<file path="src/rtl/irq_latch_pkg.sv">
`timescale 1ns/1ps
package irq_latch_pkg;

    localparam int REG_ADDR_W = 2;

    typedef enum logic [REG_ADDR_W-1:0] {
        OFS_PEND_SET = 2'd0,
        OFS_PEND_CLR = 2'd1,
        OFS_ENABLE   = 2'd2,
        OFS_RESERVED = 2'd3
    } reg_ofs_e;

    // decoded write strobes from the register port
    typedef struct packed {
        logic set_pend;
        logic clr_pend;
        logic wr_en;
    } wr_strobe_t;

    function automatic int vec_width(input int n);
        return (n > 1) ? $clog2(n) : 1;
    endfunction

endpackage

</file>
<file path="src/rtl/irq_pend_bank.sv">
`timescale 1ns/1ps
module irq_pend_bank #(
    parameter int N_SRC = 8
) (
    input  logic             clk,
    input  logic             rst,
    input  logic [N_SRC-1:0] line_in,
    input  logic [N_SRC-1:0] sw_set,
    input  logic [N_SRC-1:0] sw_clr,
    input  logic [N_SRC-1:0] ack_clr,
    output logic [N_SRC-1:0] pend_q
);
    // per source: ack clear loses to a live request, software clear wins over all
    for (genvar i = 0; i < N_SRC; i++) begin : g_flag
        logic held;
        logic nxt;
        always_comb begin
            held = pend_q[i] & ~ack_clr[i];
            nxt  = (held | line_in[i] | sw_set[i]) & ~sw_clr[i];
        end
        always_ff @(posedge clk) begin
            if (rst) pend_q[i] <= 1'b0;
            else     pend_q[i] <= nxt;
        end
    end
endmodule

</file>
<file path="src/rtl/irq_prio_sel.sv">
`timescale 1ns/1ps
module irq_prio_sel #(
    parameter int N_SRC = 8,
    parameter int VEC_W = 3
) (
    input  logic [N_SRC-1:0] cand,
    output logic [N_SRC-1:0] grant,
    output logic             any,
    output logic [VEC_W-1:0] vec
);
    // lower_seen[i] is 1 when some candidate below index i exists
    logic [N_SRC:0] lower_seen;
    assign lower_seen[0] = 1'b0;

    for (genvar i = 0; i < N_SRC; i++) begin : g_chain
        assign grant[i]        = cand[i] & ~lower_seen[i];
        assign lower_seen[i+1] = lower_seen[i] | cand[i];
    end

    assign any = lower_seen[N_SRC];

    always_comb begin
        vec = '0;
        for (int i = 0; i < N_SRC; i++) begin
            if (grant[i]) vec = vec | VEC_W'(i);
        end
    end
endmodule

</file>
<file path="src/rtl/irq_regport.sv">
`timescale 1ns/1ps
module irq_regport
    import irq_latch_pkg::*;
#(
    parameter int N_SRC = 8
) (
    input  logic                  clk,
    input  logic                  rst,
    input  logic                  reg_we,
    input  logic [REG_ADDR_W-1:0] reg_addr,
    input  logic [N_SRC-1:0]      reg_wdata,
    input  logic [N_SRC-1:0]      pend_q,
    output logic [N_SRC-1:0]      en_q,
    output logic [N_SRC-1:0]      sw_set,
    output logic [N_SRC-1:0]      sw_clr,
    output logic [N_SRC-1:0]      reg_rdata
);
    wr_strobe_t stb;
    reg_ofs_e   ofs;

    always_comb begin
        ofs          = reg_ofs_e'(reg_addr);
        stb          = '0;
        stb.set_pend = reg_we && (ofs == OFS_PEND_SET);
        stb.clr_pend = reg_we && (ofs == OFS_PEND_CLR);
        stb.wr_en    = reg_we && (ofs == OFS_ENABLE);
    end

    assign sw_set = stb.set_pend ? reg_wdata : '0;
    assign sw_clr = stb.clr_pend ? reg_wdata : '0;

    always_ff @(posedge clk) begin
        if (rst)            en_q <= '0;
        else if (stb.wr_en) en_q <= reg_wdata;
    end

    always_comb begin
        unique case (ofs)
            OFS_PEND_SET, OFS_PEND_CLR: reg_rdata = pend_q;
            OFS_ENABLE:                 reg_rdata = en_q;
            default:                    reg_rdata = '0;
        endcase
    end
endmodule

</file>
<file path="src/rtl/irq_latch_ctrl.sv">
`timescale 1ns/1ps
module irq_latch_ctrl
    import irq_latch_pkg::*;
#(
    parameter int N_SRC = 8,
    localparam int VEC_W = vec_width(N_SRC)
) (
    input  logic                  clk,
    input  logic                  rst,
    input  logic [N_SRC-1:0]      irq_in,
    output logic                  irq_req,
    output logic [VEC_W-1:0]      irq_vec,
    input  logic                  irq_ack,
    input  logic                  reg_we,
    input  logic [REG_ADDR_W-1:0] reg_addr,
    input  logic [N_SRC-1:0]      reg_wdata,
    output logic [N_SRC-1:0]      reg_rdata
);
    logic [N_SRC-1:0] pend_q;
    logic [N_SRC-1:0] en_q;
    logic [N_SRC-1:0] sw_set;
    logic [N_SRC-1:0] sw_clr;
    logic [N_SRC-1:0] grant;
    logic [N_SRC-1:0] ack_clr;
    logic [N_SRC-1:0] cand;

    assign cand    = pend_q & en_q;
    // only the source being offered is retired by an acknowledge
    assign ack_clr = (irq_ack && irq_req) ? grant : '0;

    irq_regport #(.N_SRC(N_SRC)) u_regs (
        .clk       (clk),
        .rst       (rst),
        .reg_we    (reg_we),
        .reg_addr  (reg_addr),
        .reg_wdata (reg_wdata),
        .pend_q    (pend_q),
        .en_q      (en_q),
        .sw_set    (sw_set),
        .sw_clr    (sw_clr),
        .reg_rdata (reg_rdata)
    );

    irq_pend_bank #(.N_SRC(N_SRC)) u_pend (
        .clk     (clk),
        .rst     (rst),
        .line_in (irq_in),
        .sw_set  (sw_set),
        .sw_clr  (sw_clr),
        .ack_clr (ack_clr),
        .pend_q  (pend_q)
    );

    irq_prio_sel #(.N_SRC(N_SRC), .VEC_W(VEC_W)) u_sel (
        .cand  (cand),
        .grant (grant),
        .any   (irq_req),
        .vec   (irq_vec)
    );
endmodule

</file>
<file path="config.mk">
export PLATFORM = sky130hd
export DESIGN_NAME = irq_latch_ctrl
export DESIGN_NICKNAME = d
export VERILOG_FILES = /design/src/rtl/irq_latch_pkg.sv /design/src/rtl/irq_pend_bank.sv /design/src/rtl/irq_prio_sel.sv /design/src/rtl/irq_regport.sv /design/src/rtl/irq_latch_ctrl.sv
export SDC_FILE = /design/constraint.sdc
export NUM_CORES = 1
export LEC_CHECK = 0
export BUFFER_PORTS_ARGS = -buffer_cell sky130_fd_sc_hd__buf_2
export CELL_PAD_IN_SITES_DETAIL_PLACEMENT = 1
export CELL_PAD_IN_SITES_GLOBAL_PLACEMENT = 2
export CORE_ASPECT_RATIO = 0.75
export CORE_UTILIZATION = 27
export DETAILED_ROUTE_END_ITERATION = 6
export PLACE_DENSITY_LB_ADDON = 0.05
export SYNTH_ARGS = -nofsm -noshare
export SYNTH_HDL_FRONTEND = slang
export SYNTH_SLANG_ARGS = --single-unit
</file>
<file path="constraint.sdc">
create_clock -name clk -period 2.2 [get_ports clk]
set_input_delay 0.44 -clock clk [delete_from_list [all_inputs] [get_ports clk]]
set_output_delay 0.44 -clock clk [all_outputs]
set_load 0.005 [all_outputs]
</file>
# [Word level (Yosys, flattened, before mapping)]
# Index checks and enable logic that the tools add are counted.
[classes] add_sub_neg=0 n_reduce_logical=6 mux=11 n_mul=0 n_lt_le_gt_ge=0 div_mod_pow=0 eq_ne=2 n_bitwise=70 shifts=0
[ops] cell="two-way mux 8 bit" count=3
[ops] cell="AND 1 bit" count=23
[ops] cell="inverter 1 bit" count=23
[ops] cell="OR 1 bit" count=23
[ops] cell="case mux 8 bit (2 select lines)" count=1
[ops] cell="two-way mux 3 bit" count=4
[ops] cell="AND 8 bit" count=1
[ops] cell="logical AND 1 bit" count=4
[ops] cell="two-way mux 2 bit" count=2
[ops] cell="equality test 2 x 1 -> 1 bit, second input constant" count=1
[ops] cell="equality test 2 bit, second input constant" count=1
[ops] cell="zero test 2 bit" count=1
[ops] cell="OR reduction 2 bit" count=1
[ops] cell="two-way mux 1 bit" count=1
[totals] mem_bits_ro=0 latchBits=0 memories=0 input_bits=22 ram_bits=0 regBits=16 out_inout_bits=12

# [Depth between registers and ports, before layout]
[depth] depth_word=15 mapped_depth=5 depth_no_buf=3

# [Cells and area by module]
# A second synthesis with hierarchy kept.
[unflattened] cells_unflattened=153 hier_area_um2=1295.0
[by_module_without_submodules] mod="irq_regport" cells_per_inst=80 n_inst=1 area_per_inst_um2=643.1 seq_area_each_um2=160.2
[by_module_without_submodules] mod="irq_pend_bank" cells_per_inst=33 n_inst=1 area_per_inst_um2=405.4 seq_area_each_um2=160.2
[by_module_without_submodules] mod="irq_prio_sel" cells_per_inst=24 n_inst=1 area_per_inst_um2=146.4 seq_area_each_um2=0.0
[by_module_without_submodules] mod="irq_latch_ctrl" cells_per_inst=16 n_inst=1 area_per_inst_um2=100.1 seq_area_each_um2=0.0

# [Least setup slack after synthesis]
# OpenSTA, ideal clock, no wires.
[synth_path] path_type="register to output" start="register u_regs.en_q[2]" end="output port irq_vec[1]" stages_incl_launch_ff=4 arrival_time_ns=1.429 n_path_buf=0 slack_ns=0.331 cell_sequence="dfxtp_1 a222oi_1 and4_1 o2bb2ai_1"
[synth_via] elab_chain_cells=9 elab_cells_between_ends=19 classes_between="mux: 6; bitwise: 13"
[synth_lines] item="start, declared" line="irq_regport.sv:13" rtl="output logic [N_SRC-1:0] en_q,"
[synth_lines] item="start signal, assigned" line="irq_regport.sv:34" rtl="else if (stb.wr_en) en_q <= reg_wdata;"
[synth_lines] item="AND 8 bit *" line="irq_latch_ctrl.sv:27" rtl="assign cand = pend_q & en_q;"
[synth_lines] item="OR 1 bit" line="irq_prio_sel.sv:17" rtl="assign lower_seen[i+1] = lower_seen[i] | cand[i];"
[synth_lines] item="inverter 1 bit or OR 1 bit (tied branches)" line="irq_prio_sel.sv:16, irq_prio_sel.sv:17"
[synth_lines] item="AND 1 bit or OR 1 bit (tied branches)" line="irq_prio_sel.sv:16, irq_prio_sel.sv:17"
[synth_lines] item="two-way mux 2 bit or OR 1 bit (tied branches)" line="irq_prio_sel.sv:25, irq_prio_sel.sv:17"
[synth_lines] item="two-way mux 3 bit, or another cell as far along (2 in series)" line="irq_prio_sel.sv:25" rtl="if (grant[i]) vec = vec | VEC_W'(i);"
[synth_lines] item="two-way mux 3 bit or AND 1 bit (tied branches)" line="irq_prio_sel.sv:25, irq_prio_sel.sv:16"
[synth_lines] item="two-way mux 3 bit *" line="irq_prio_sel.sv:25"
[synth_lines] item="end, declared" line="irq_latch_ctrl.sv:12" rtl="output logic [VEC_W-1:0] irq_vec,"
# Every way passes the cells marked *; elsewhere a longest branch is shown, timed or not.

# [Worst setup path after layout]
[layout_path] start="register u_regs.en_q[4]" end="output port irq_vec[0]"
[layout_via] elab_chain_cells=7 elab_cells_between_ends=11 classes_between="mux: 3; bitwise: 8"
[layout_lines] item="AND 8 bit *" line="irq_latch_ctrl.sv:27"
[layout_lines] item="OR 1 bit *" line="irq_prio_sel.sv:17"
[layout_lines] item="inverter 1 bit or OR 1 bit (tied branches)" line="irq_prio_sel.sv:16, irq_prio_sel.sv:17"
[layout_lines] item="AND 1 bit or OR 1 bit (tied branches)" line="irq_prio_sel.sv:16, irq_prio_sel.sv:17"
[layout_lines] item="two-way mux 3 bit or inverter 1 bit (tied branches)" line="irq_prio_sel.sv:25, irq_prio_sel.sv:16"
[layout_lines] item="two-way mux 3 bit or AND 1 bit (tied branches)" line="irq_prio_sel.sv:25, irq_prio_sel.sv:16"
[layout_lines] item="two-way mux 3 bit *" line="irq_prio_sel.sv:25"
# Marks and branches as above.

==> results.toml <==
[status]
status = "finished, final reports clean"

[cells_and_area]
multi_input_area_um2 = 616
post-route-util_pct = 37.8
seq_area_um2 = 320
area_growth_syn_to_layout_pct = 29.2
nets = 177
drive_above_1_share_pct = 30.5
fillers = 445
diodes = 0
fin_cells = 204

[timing]
period_share_pct = 93.1
fmax_mhz = 488
timing.slew.headroom_pct = 74.0
final_max_slew_viol_count = 0
worst_slack_ps = 153
worst_pin_slew_ps = 389
finalSetupTns_ps = 0
rsz0062_at_grt = "false"
finClkSkew_ps = 3.72
finalSetupViolCount = 0
hold_viol_final = 0
period_minus_slack_ps = 2050

[setup_path]
worstSetupPathType = "reg2out"
crit_path_end_kind = "output pin"
arrival_ps = 1610
required_ps = 1760
crit_path_start_kind = "flip-flop"
path_max_fanout = 6

[place]
dp_slack_ps = 414
hpwl_mm = 2.47
place_congestion = 0.730
place_inst = 200
port_buffers = 33

[power_and_ir_drop]
p_leak_nw = 0.597
finalPower_uw = 740
max-vdd-ir-drop_uv = 378
p_per_area_mw_per_mm2 = 572

[logic_synthesis]
postSynthNetCount = 141
yosys.area.top_type = "dfxtp_1"
synth_area_per_cell_um2 = 8.41
yosysSeqAreaShare_pct = 32.0
synth-seq-cells = 16
synth-main-ff-cell = "dfxtp_1"
netlist_area_mm2 = 0.00100
synthTopCellsByArea = "dfxtp_1 32%, mux2i_1 8.0%, nand3b_1 6.8%"
synth.most_common_cell = "dfxtp_1"
synth_common_cells = "16 x dfxtp_1, 10 x inv_1, 9 x nand3b_1, 9 x nor2_1, 9 x o21ai_0"
synthCells = 119
synth-edff-count = 0
synth_warnings = 0
synth_async_sr_flop_share_pct = 0
synthDistinctLibCells = 35
synth_top_area_share_pct = 32.0

[route]
drc = 0
vias_per_cell = 5.35
firstDrtPassIters = 4
vias = 1091
wl_mm = 3.43
ant_nets = 0
drtIter0Drc = 49
wl_per_cell_um = 16.8

[floorplan]
initial_utilization_pct = 29.2
die_h_um = 54.7
coreArea_mm2 = 0.00342
die_x_um = 72.3
dieArea_mm2 = 0.00396
num_rows = 18
num_io_pins = 34

[clocking]
cts_tree = "done"
clk_pin_slew_ps = 70
clk_path_buf_depth = 2
insertion_delay_ps = 260
numCtsBuffers = 3
cts_max_level = 1
cts_root_buffer = "clkbuf_8"
postCtsSetupBuffers = 0
cts_sinks = 16
cts_hold_buffers = 0
post_cts_resized = 0

[global_route]
antenna_found_initial = 0
grt_first_pass_wirelength_mm = 5.32
grt_pass1_vias = 1004
grt_overflow = 0
grt_usage_pct = 18.5
grt_max_degree = 24

[worst_hold_path]
min_path_type = "in2reg"

[flow_run]
drv_cap = 0
-- sequential cells by signal, summed over array words and instances, names as in the netlist --
signal         flops
u_pend.pend_q      8
u_regs.en_q        8
-- path summary, 6_finish.rpt --
path	start	end	slack, ps	cells after the start
setup / recovery	u_regs.en_q[4]$_SDFFE_PP0P_	irq_vec[0]	150	5
hold reg to reg	u_pend.pend_q[2]$_SDFF_PP0_	u_pend.pend_q[2]$_SDFF_PP0_	560	2
hold / removal	reg_wdata[5]	u_pend.pend_q[5]$_SDFF_PP0_	400	2
setup reg to reg	u_regs.en_q[4]$_SDFFE_PP0P_	u_pend.pend_q[7]$_SDFF_PP0_	790	4
-- cell type report --
type	instances	area share, %
clock buffers	4	4.26
inverters	10	2.90
multi-input cells	86	47.6
flip-flops and latches	16	24.8
well taps	50	4.84
repair buffers	38	15.7
-- through the flow --
step / hold slack, ps / cell area [um^2]
after floorplan: 484 / 1000
after global placement: 564 / 1240
after detailed placement: 556 / 1240
after CTS: 398 / 1290
after global routing: 404 / 1290
final: 404 / 1290
-- layer usage --
metal | GRT usage, % | vias to the layer above | routed length (um)
met5 | 0 | - | 0
met4 | 3.92 | 0 | 19
met3 | 3.87 | 2 | 155
met2 | 29.0 | 30 | 1460
met1 | 26.3 | 527 | 1790
li1 | - | 532 | -
-- cells in the final DEF (no fill, tap or decap), types with 2 or more instances in the layout --
cell / n
a31oi_1: 2
buf_4: 5
a41o_1: 2
nand2_1: 7
a222oi_1: 2
nand3b_1: 9
buf_2: 33
clkbuf_8: 4
o21ai_0: 9
nand4b_1: 2
mux2i_1: 8
nor2_1: 9
dfxtp_1: 16
inv_1: 10
nor4bb_1: 3
o311ai_0: 2
a221oi_1: 5
a211oi_1: 2
a21oi_1: 7
-- kinds of logic after synthesis --
| family | count (synthesis) | share of synthesized area [%] |
|---|---|---|
| DFF | 16 | 32.0 |
| buffers and inverters | 17 | 6.50 |
| and+or+nand+nor | 36 | 22.9 |
| muxes | 8 | 8.00 |
| AOI/OAI and AO/OA | 42 | 30.6 |
-- worst max-delay path, stage by stage, from the launching register on --
cell      delay (ps)
dfxtp_1          360
a222oi_1         340
buf_4            200
a32oi_1           90
o221ai_1         200
buf_2            150
-- where the power goes --
group	switching [mW]	leakage, nW	internal [mW]	total [mW]
logic	0.0735	0.436	0.0651	0.139
registers	0.0209	0.132	0.307	0.328
clock network	0.115	0.0288	0.159	0.274
No activity file was read; power rests on OpenSTA's default activity.
